$ cat src/rtl/hb_out_pkg.sv
package hb_out_pkg;
  localparam int SEL_W  = 3;
  localparam int PREC_W = 5;

  function automatic logic [PREC_W-1:0] prec_bits(input logic [SEL_W-1:0] code);
    logic [PREC_W-1:0] p;
    case (code)
      3'd0:    p = 5'd8;
      3'd1:    p = 5'd9;
      3'd2:    p = 5'd10;
      3'd3:    p = 5'd11;
      3'd4:    p = 5'd12;
      3'd5:    p = 5'd14;
      default: p = 5'd16;
    endcase
    return p;
  endfunction
endpackage

$ cat src/rtl/hb_rnd_sat.sv
module hb_rnd_sat
  import hb_out_pkg::*;
#(
  parameter int IN_W  = 24,
  parameter int FRAC  = 6,
  parameter int OUT_W = 16
) (
  input  logic [IN_W-1:0]   din,
  input  logic [PREC_W-1:0] prec,
  output logic [OUT_W-1:0]  dsat
);
  localparam int SUM_W = IN_W + 1;
  localparam int TOP_W = SUM_W - FRAC - OUT_W + 1;

  logic [SUM_W-1:0] rnd_c;
  logic [SUM_W-1:0] sum;
  logic [TOP_W-1:0] top;
  logic             ovf;
  int               pos;

  always_comb begin
    pos   = FRAC + OUT_W - int'(prec) - 1;
    rnd_c = '0;
    if (pos >= 0) rnd_c = SUM_W'(1) << pos;
  end

  assign sum = {din[IN_W-1], din} + rnd_c;
  assign top = sum[SUM_W-1 -: TOP_W];
  assign ovf = !((&top) || (~|top));

  always_comb begin
    if (!ovf)
      dsat = sum[FRAC +: OUT_W];
    else if (sum[SUM_W-1])
      dsat = {1'b1, {(OUT_W-1){1'b0}}};
    else
      dsat = {1'b0, {(OUT_W-1){1'b1}}};
  end
endmodule

$ cat src/rtl/hb_lane_out.sv
module hb_lane_out
  import hb_out_pkg::*;
#(
  parameter int OUT_W = 16
) (
  input  logic              clk,
  input  logic              rst,
  input  logic              ld,
  input  logic [PREC_W-1:0] prec,
  input  logic              fmt,
  input  logic [OUT_W-1:0]  dsat,
  input  logic              oe_n,
  output logic [OUT_W-1:0]  q,
  output logic              drv
);
  logic [OUT_W-1:0] keep_m;
  logic [OUT_W-1:0] word;

  assign keep_m = {OUT_W{1'b1}} << (OUT_W - int'(prec));
  assign word   = (dsat & keep_m) ^ {fmt, {(OUT_W-1){1'b0}}};

  always_ff @(posedge clk) begin
    if (rst) begin
      q   <= '0;
      drv <= 1'b0;
    end else begin
      drv <= !oe_n;
      if (ld) q <= word;
    end
  end
endmodule

$ cat src/rtl/hb_out_fmt.sv
module hb_out_fmt
  import hb_out_pkg::*;
#(
  parameter int IN_W  = 24,
  parameter int FRAC  = 6,
  parameter int OUT_W = 16
) (
  input  logic             clk,
  input  logic             rst,
  input  logic             in_vld,
  input  logic [IN_W-1:0]  in_a,
  input  logic [IN_W-1:0]  in_b,
  input  logic [2:0]       rnd_sel,
  input  logic             fmt_ofs,
  input  logic             oe_a_n,
  input  logic             oe_b_n,
  output logic [OUT_W-1:0] out_a,
  output logic [OUT_W-1:0] out_b,
  output logic             out_vld,
  output logic             drv_a,
  output logic             drv_b
);
  localparam int NLANE = 2;

  logic [PREC_W-1:0] prec;
  logic [IN_W-1:0]   lane_din [NLANE];
  logic              lane_oe  [NLANE];
  logic [OUT_W-1:0]  lane_sat [NLANE];
  logic [OUT_W-1:0]  lane_q   [NLANE];
  logic              lane_drv [NLANE];

  assign prec        = prec_bits(rnd_sel);
  assign lane_din[0] = in_a;
  assign lane_din[1] = in_b;
  assign lane_oe[0]  = oe_a_n;
  assign lane_oe[1]  = oe_b_n;

  for (genvar g = 0; g < NLANE; g++) begin : g_lane
    hb_rnd_sat #(.IN_W(IN_W), .FRAC(FRAC), .OUT_W(OUT_W)) u_rs (
      .din  (lane_din[g]),
      .prec (prec),
      .dsat (lane_sat[g])
    );
    hb_lane_out #(.OUT_W(OUT_W)) u_out (
      .clk  (clk),
      .rst  (rst),
      .ld   (in_vld),
      .prec (prec),
      .fmt  (fmt_ofs),
      .dsat (lane_sat[g]),
      .oe_n (lane_oe[g]),
      .q    (lane_q[g]),
      .drv  (lane_drv[g])
    );
  end

  always_ff @(posedge clk) begin
    if (rst) out_vld <= 1'b0;
    else     out_vld <= in_vld;
  end

  assign out_a = lane_q[0];
  assign out_b = lane_q[1];
  assign drv_a = lane_drv[0];
  assign drv_b = lane_drv[1];
endmodule

$ cat config.mk
export PLATFORM = sky130hd
export DESIGN_NAME = hb_out_fmt
export DESIGN_NICKNAME = d
export VERILOG_FILES = /design/src/rtl/hb_out_pkg.sv /design/src/rtl/hb_rnd_sat.sv /design/src/rtl/hb_lane_out.sv /design/src/rtl/hb_out_fmt.sv
export SDC_FILE = /design/constraint.sdc
export NUM_CORES = 1
export LEC_CHECK = 0
export ABC_AREA = 0
export ABC_CLOCK_PERIOD_IN_PS = 7300
export CAP_MARGIN = 20
export CORE_ASPECT_RATIO = 1.2
export CORE_MARGIN = 2
export CORE_UTILIZATION = 45
export DETAILED_ROUTE_END_ITERATION = 7
export PLACE_DENSITY_LB_ADDON = 0.2
export SYNTH_ARGS = -nofsm -noshare
export SYNTH_HDL_FRONTEND = slang
export SYNTH_SLANG_ARGS = --single-unit
$ cat constraint.sdc
create_clock -name clk -period 7.3 [get_ports clk]
set_input_delay 2.19 -clock clk [delete_from_list [all_inputs] [get_ports clk]]
set_output_delay 2.19 -clock clk [all_outputs]
set_load 0.05 [all_outputs]
Word level (Yosys, flattened, before mapping)
Cells that the tools add are included.

operators by class
  add/subtract/negate cells = 5
  order comparisons = 1
  eq/ne operators = 5
  shifts and indexed selects = 2
  muxes and demuxes = 6
  bitwise gates (word level) = 4
  reduce and logical (&&, ||, !) cells = 11

operators by type and width
  operator                  number
  $mux W16                  4
  $add A25 B25 Y25          2
  $and A16 B16 Y16          2
  $ge A32 B1 Y1 const B     1
  $shl A1 B32 Y25 const A   1
  $shl A16 B32 Y16 const A  1
  $sub A32 B2 Y32 const B   1
  $xor A16 B16 Y16          2
  $pmux W5 S6               1
  $mux W25                  1
  $sub A5 B5 Y6 const A     2
  $reduce_and A4 Y1         2
  $reduce_or A4 Y1          2
  $eq A3 B2 Y1 const B      2
  $eq A3 B3 Y1 const B      2
  $logic_not A1 Y1          4
  $eq A3 B1 Y1 const B      1
  $logic_not A3 Y1          1
  $logic_or A1 B1 Y1        2

word-level totals
  register bits = 35
  input bits = 57
  output and inout bits = 35
  word-level logic and storage cells = 39

Depth between registers and ports, before layout
  depth after elaboration = 13
  depth in mapped cells = 24
  gate-level depth less buffers = 22

Hierarchy
A second synthesis with hierarchy kept.

second synthesis, totals
  cells, all modules = 730
  area, all modules = 5694.2 µm²

by module, submodules not included
  module                        instances  cells an instance  area each (µm²)  seq. area each (µm²)
  hb_rnd_sat at g_lane[0].u_rs  1          270                1926.8           0.0
  hb_rnd_sat at g_lane[1].u_rs  1          266                1894.3           0.0
  hb_lane_out                   2          93                 899.6            340.3
  hb_out_fmt                    1          8                  73.8             20.0

Worst setup path after synthesis
Ideal clock, no wire load.

  kind = input-to-reg
  start = input port rnd_sel[1]
  end = register g_lane[0].u_out.q[7]
  setup time = 0.117 ns
  arrival time = 6.849 ns
  required time = 7.183 ns
  setup slack = 0.334 ns
  stages on the path = 24
  buffers on the path = 3
  path through = clkbuf_1 inv_1 nand3_1 inv_1 a21oi_1 inv_1 ha_1 xnor2_2 xor2_1 or2_2 nor3_1 ha_1 clkbuf_1 a211oi_1 o211ai_1 a41o_1 a221o_1 o211ai_2 nand4_1 o311ai_2 o31ai_4 and2_1 buf_4 a32o_1

between the ends
  longest elaborated chain between the ends = 13
  elaborated cells on any way between the ends = 23
  classes of those cells = add/sub: 4; order compare: 1; eq/ne: 5; shift: 2; mux: 4; bitwise: 2; reduce/logical: 5

ends and longest elaborated chain
  element                                           RTL line           text
  start, declared                                   hb_out_fmt.sv:13   input logic [2:0] rnd_sel,
  $eq A3 B3 Y1 (tied with other cells)              hb_out_pkg.sv:7    case (code)
  $pmux W5 S6 *                                     hb_out_pkg.sv:7
  $sub A5 B5 Y6                                     hb_rnd_sat.sv:22   pos = FRAC + OUT_W - int'(prec) - 1;
  $sub A32 B2 Y32                                   hb_rnd_sat.sv:22
  $ge A32 B1 Y1 or $shl A1 B32 Y25 (tied branches)  hb_rnd_sat.sv:24   if (pos >= 0) rnd_c = SUM_W'(1) << pos;
  $mux W25                                          hb_rnd_sat.sv:24
  $add A25 B25 Y25                                  hb_rnd_sat.sv:27   assign sum = {din[IN_W-1], din} + rnd_c;
  $reduce_or A4 Y1                                  hb_rnd_sat.sv:29   assign ovf = !((&top) || (~|top));
  $logic_not A1 Y1                                  hb_rnd_sat.sv:29
  $logic_or A1 B1 Y1                                hb_rnd_sat.sv:29
  $mux W16                                          hb_rnd_sat.sv:32   if (!ovf)
  $and A16 B16 Y16 *                                hb_lane_out.sv:20  assign word = (dsat & keep_m) ^ {fmt, {(OUT_W-1){1'b0}}};
  $xor A16 B16 Y16 *                                hb_lane_out.sv:20
  end signal, assigned                              hb_lane_out.sv:28  if (ld) q <= word;
  end, declared                                     hb_lane_out.sv:13  output logic [OUT_W-1:0] q,

Mark *: on every way between the ends. The rest lies on a longest branch, timed or not.
A chain may end at the register's enable or synchronous reset.

Worst setup path after layout
  start = input port rnd_sel[2]
  end = register g_lane[1].u_out.q[7]

between the ends
  longest elaborated chain between the ends = 13
  elaborated cells on any way between the ends = 23
  classes of those cells = add/sub: 4; order compare: 1; eq/ne: 5; shift: 2; mux: 4; bitwise: 2; reduce/logical: 5

ends and longest elaborated chain
  element                                           RTL line
  $eq A3 B3 Y1 (tied with other cells)              hb_out_pkg.sv:7
  $pmux W5 S6 *                                     hb_out_pkg.sv:7
  $sub A5 B5 Y6                                     hb_rnd_sat.sv:22
  $sub A32 B2 Y32                                   hb_rnd_sat.sv:22
  $ge A32 B1 Y1 or $shl A1 B32 Y25 (tied branches)  hb_rnd_sat.sv:24
  $mux W25                                          hb_rnd_sat.sv:24
  $add A25 B25 Y25                                  hb_rnd_sat.sv:27
  $reduce_or A4 Y1                                  hb_rnd_sat.sv:29
  $logic_not A1 Y1                                  hb_rnd_sat.sv:29
  $logic_or A1 B1 Y1                                hb_rnd_sat.sv:29
  $mux W16                                          hb_rnd_sat.sv:32
  $and A16 B16 Y16 *                                hb_lane_out.sv:20
  $xor A16 B16 Y16 *                                hb_lane_out.sv:20
  end signal, assigned                              hb_lane_out.sv:28
  end, declared                                     hb_lane_out.sv:13

Marks and branches as above.

==> results.py <==
metrics = {
    "yosys": {
        "synth_top_family_by_area": "compound AO/OA/AOI/OAI gates",
        "synth_area_leaders": "dfxtp_1, ha_1, a21oi_1, nand2_1, xor2_1",
        "synth_edf_count": 0,
        "async_flop_share_pct": 0,
        "synthDistinctLibCells": 68,
        "netlist_instances": 525,
        "ys_seq_area_share_pct": 17.50,
        "synth_seq_cells": 35,
        "syn_area_um2": 4004,
        "synth_top_cell_area_share_pct": 17.50,
        "synth-simple-area-share_pct": 20.81,
        "syn-mean-instance-area_um2": 7.626,
        "synthAdderAreaFrac_pct": 16.88,
        "yosysTopAreaCell": "dfxtp_1",
        "synth_warnings": 0,
        "synthMuxAreaShare_pct": 0.2500,
        "synth_compound_area_share_pct": 32.09,
        "synth_xor_area_share_pct": 8.937,
        "synthFlopType": "dfxtp_1",
    },
    "floorplan": {
        "coreArea_um2": 8611,
        "die_w_um": 90.11,
        "initial_core_util_pct": 46.50,
        "die_h_um": 107.3,
        "die-area_um2": 9671,
        "rows": 37,
        "io-pin-count": 92,
    },
    "worst_setup_path": {
        "setup.worst_path.start_class": "primary input",
        "slowest_stage": "clkdlybuf4s50_1",
        "critPathCaptureType": "flip-flop",
        "crit_family": "compound AO/OA/AOI/OAI gates",
        "r2r_end": "g_lane[1].u_out.q[2]",
        "regToRegSetupSlack_ns": 6.38,
        "cp_max_fo": 15,
        "worstSetupPathType": "primary input to flip-flop",
        "cp_num_cells": 22,
        "worstSetupStartpoint": "rnd_sel[2]",
        "r2r_cells": 3,
        "worstPathRequired_ns": 7.46,
        "r2r_start": "g_lane[1].u_out.q[2]",
        "cp_cell_sequence": "clkdlybuf4s50_1 -> inv_1 -> a21oi_1 -> inv_1 -> ha_1 -> xnor2_2 -> xor2_1 -> buf_4 -> nand2b_1 -> nor3_1 -> buf_4 -> ha_1 -> o21a_1 -> o21ai_0 -> nor2_1 -> a211oi_2 -> o31ai_4 -> a31oi_1 -> xnor2_1 -> o31a_2 -> a221oi_1 -> nor3_1",
        "slowest_delay_ns": 0.62,
        "endpoint": "g_lane[1].u_out.q[7]",
        "path_buf_inv": 5,
        "crit_arrival_ns": 7.15,
    },
    "place": {
        "pre_cts_ws_ns": 0.05027,
        "gp_congestion": 0.9443,
        "place_inst": 761,
        "dp_hpwl_um": 10410,
        "dpl-instance-area_um2": 5254,
        "io_buffers": 91,
    },
    "layout": {
        "stdcell_count": 769,
        "utilization_pct": 62.57,
        "nFillCells": 823,
        "nets": 762,
        "n_antenna_cell": 0,
        "drive_gt1_share_pct": 8.589,
        "stdcell_area_um2": 5388,
        "synthToLayoutAreaGrowth_pct": 34.56,
    },
    "route": {
        "drtPass1Iterations": 5,
        "vias": 4336,
        "drt_wl_total_um": 12340,
        "post_drt_wl_per_cell_um": 16.05,
        "drc_errors": 0,
        "postRouteAntennaNets": 0,
        "avgViaCountPerCell": 5.638,
        "initialDrtViolationCount": 323,
    },
    "timing": {
        "setup_violations": 0,
        "rsz0062_at_grt": "no",
        "drv_slew": 0,
        "slew-limit-headroom_pct": 55.12,
        "fin_crit_sh_pct": 95.64,
        "setup_slack_ns": 0.3180,
        "clock.fmax_ghz": 0.1432,
        "timing.final.crit_period_ns": 6.982,
        "worst_clock_skew_ns": 0,
        "setup_tns_ns": 0,
        "tightest_slew_ns": 0.6662,
        "hold_viol": 0,
        "hold_slack_ns": 0.4613,
    },
    "pwr": {
        "leakage_nw": 2.314,
        "power_density_nw_per_um2": 136.9,
        "vdd_drop_max_v": 0.00007322,
        "p_total_mw": 0.7377,
    },
    "global_route": {
        "top_usage_layer": "met2",
        "grt_pass1_vias": 4178,
        "grt_pass1_wl_um": 20220,
        "grt_remaining_overflow": 0,
        "grt_usage_pct": 25.50,
        "grt_util_met1_pct": 31.05,
        "met2_usage_pct": 47.96,
        "antenna_found_initial": 0,
        "met3_usage_pct": 2.661,
        "grt_max_degree": 16,
    },
    "worst_hold_path": {
        "hold_path.startpoint": "g_lane[1].u_out.q[14]",
        "worstHoldPathCells": 2,
        "min_path_type": "flip-flop to flip-flop",
    },
    "run": {
        "drv_cap": 0,
    },
    "clocking": {
        "cts_hold_buf": 0,
        "cts_buffers": 5,
        "insertion_delay_ns": 0.29,
        "htreeDepth": 2,
        "cts_tree": "yes",
        "cts_buffer_depth": 2,
        "clock_sinks": 35,
        "root_buffer": "clkbuf_8",
        "clk_pin_slew_ns": 0.07,
    },
    "status": {
        "status": "completed",
    },
}
[power breakdown]
group | internal (mW) | leakage, nW | total, mW | switching (mW)
Combinational | 0.140 | 1.97 | 0.342 | 0.202
Clock | 0.102 | 0.0581 | 0.176 | 0.0747
Sequential | 0.208 | 0.287 | 0.220 | 0.0112
[area by class of cell]
type	instances	area, µm²	area share [%]
multi-input combinational	474	3247	60.26
tap	117	146.4	2.717
clock buffer	5	68.82	1.277
timing repair buffer	119	1121	20.81
sequential	35	700.7	13.01
clock inverter	3	43.79	0.8128
inverter	16	60.06	1.115
[synth_stat cells, drive strengths merged (3+ instances only)]
library cell  instances
and2                 10
o21ai                37
a31o                  4
nor3                 17
nor2b                 5
nand4                 5
o211ai                5
clkbuf               10
and3                  4
a41oi                 3
o21bai                3
a211oi                9
a21boi                3
buf                   5
o311ai                3
xnor2                19
a32o                  4
xor2                 21
inv                  15
nor4                  3
a21o                 14
a21oi                64
a31oi                 9
a22o                  9
o31ai                 5
nand2b                8
a221oi                6
nor2                 46
dfxtp                35
nand2                51
o21a                  3
nand3                15
ha                   54
[worst min-delay path: cells and delay by family (launching register included)]
family          cells  cell delay (ns)
flops               1             0.33
compound gates      1             0.05
simple gates        1             0.04
[what timing repair did]
item | in CTS | in global routing
buffers inserted | 0 | 0
setup endpoints to repair | 0 | 12
resized for setup | 0 | 4
[worst min path at each step]
stage / endpoint / slack [ns]
after floorplan: g_lane[0].u_out.q[10] / 0.67
after global placement: g_lane[1].u_out.q[13] / 0.44
after detailed placement: g_lane[1].u_out.q[13] / 0.45
after CTS: g_lane[1].u_out.q[14] / 0.46
after global routing: g_lane[1].u_out.q[8] / 0.51
final: g_lane[1].u_out.q[14] / 0.46
[cell families after synthesis]
group	after synthesis
xor+xnor	40
mux	1
compound gates	190
flops	35
simple gates	172
fa+ha+maj	54
buf+inv	31
other cells	2
[registers in the layout, summed over array words and instances (netlist names)]
register / count
g_lane.u_out.q: 32
out_vld: 1
g_lane.u_out.drv: 2
[metal layers]
metal | routed length [µm] | part of all wire [%] | vias up
li1 | - | - | 2200
met1 | 5312 | 43 | 1994
met2 | 6330 | 51 | 130
met3 | 504 | 4.1 | 12
met4 | 192 | 1.6 | 0
met5 | 0 | 0 | -
[layout by cell type, fill, tap and decap left out, types with 6 or more instances in the layout]
| cell type | count |
|---|---|
| nand2_1 | 50 |
| a22o_1 | 9 |
| inv_1 | 15 |
| clkdlybuf4s50_1 | 91 |
| nor2_1 | 46 |
| a21o_1 | 14 |
| conb_1 | 17 |
| ha_1 | 54 |
| buf_4 | 28 |
| nand3_1 | 15 |
| nand2b_1 | 8 |
| a31oi_1 | 9 |
| and2_1 | 8 |
| dfxtp_1 | 35 |
| xnor2_1 | 18 |
| a21oi_1 | 64 |
| xor2_1 | 21 |
| o21ai_0 | 34 |
| a221oi_1 | 6 |
| nor3_1 | 16 |
| a211oi_1 | 8 |
No activity file was read; power rests on OpenSTA's default activity.
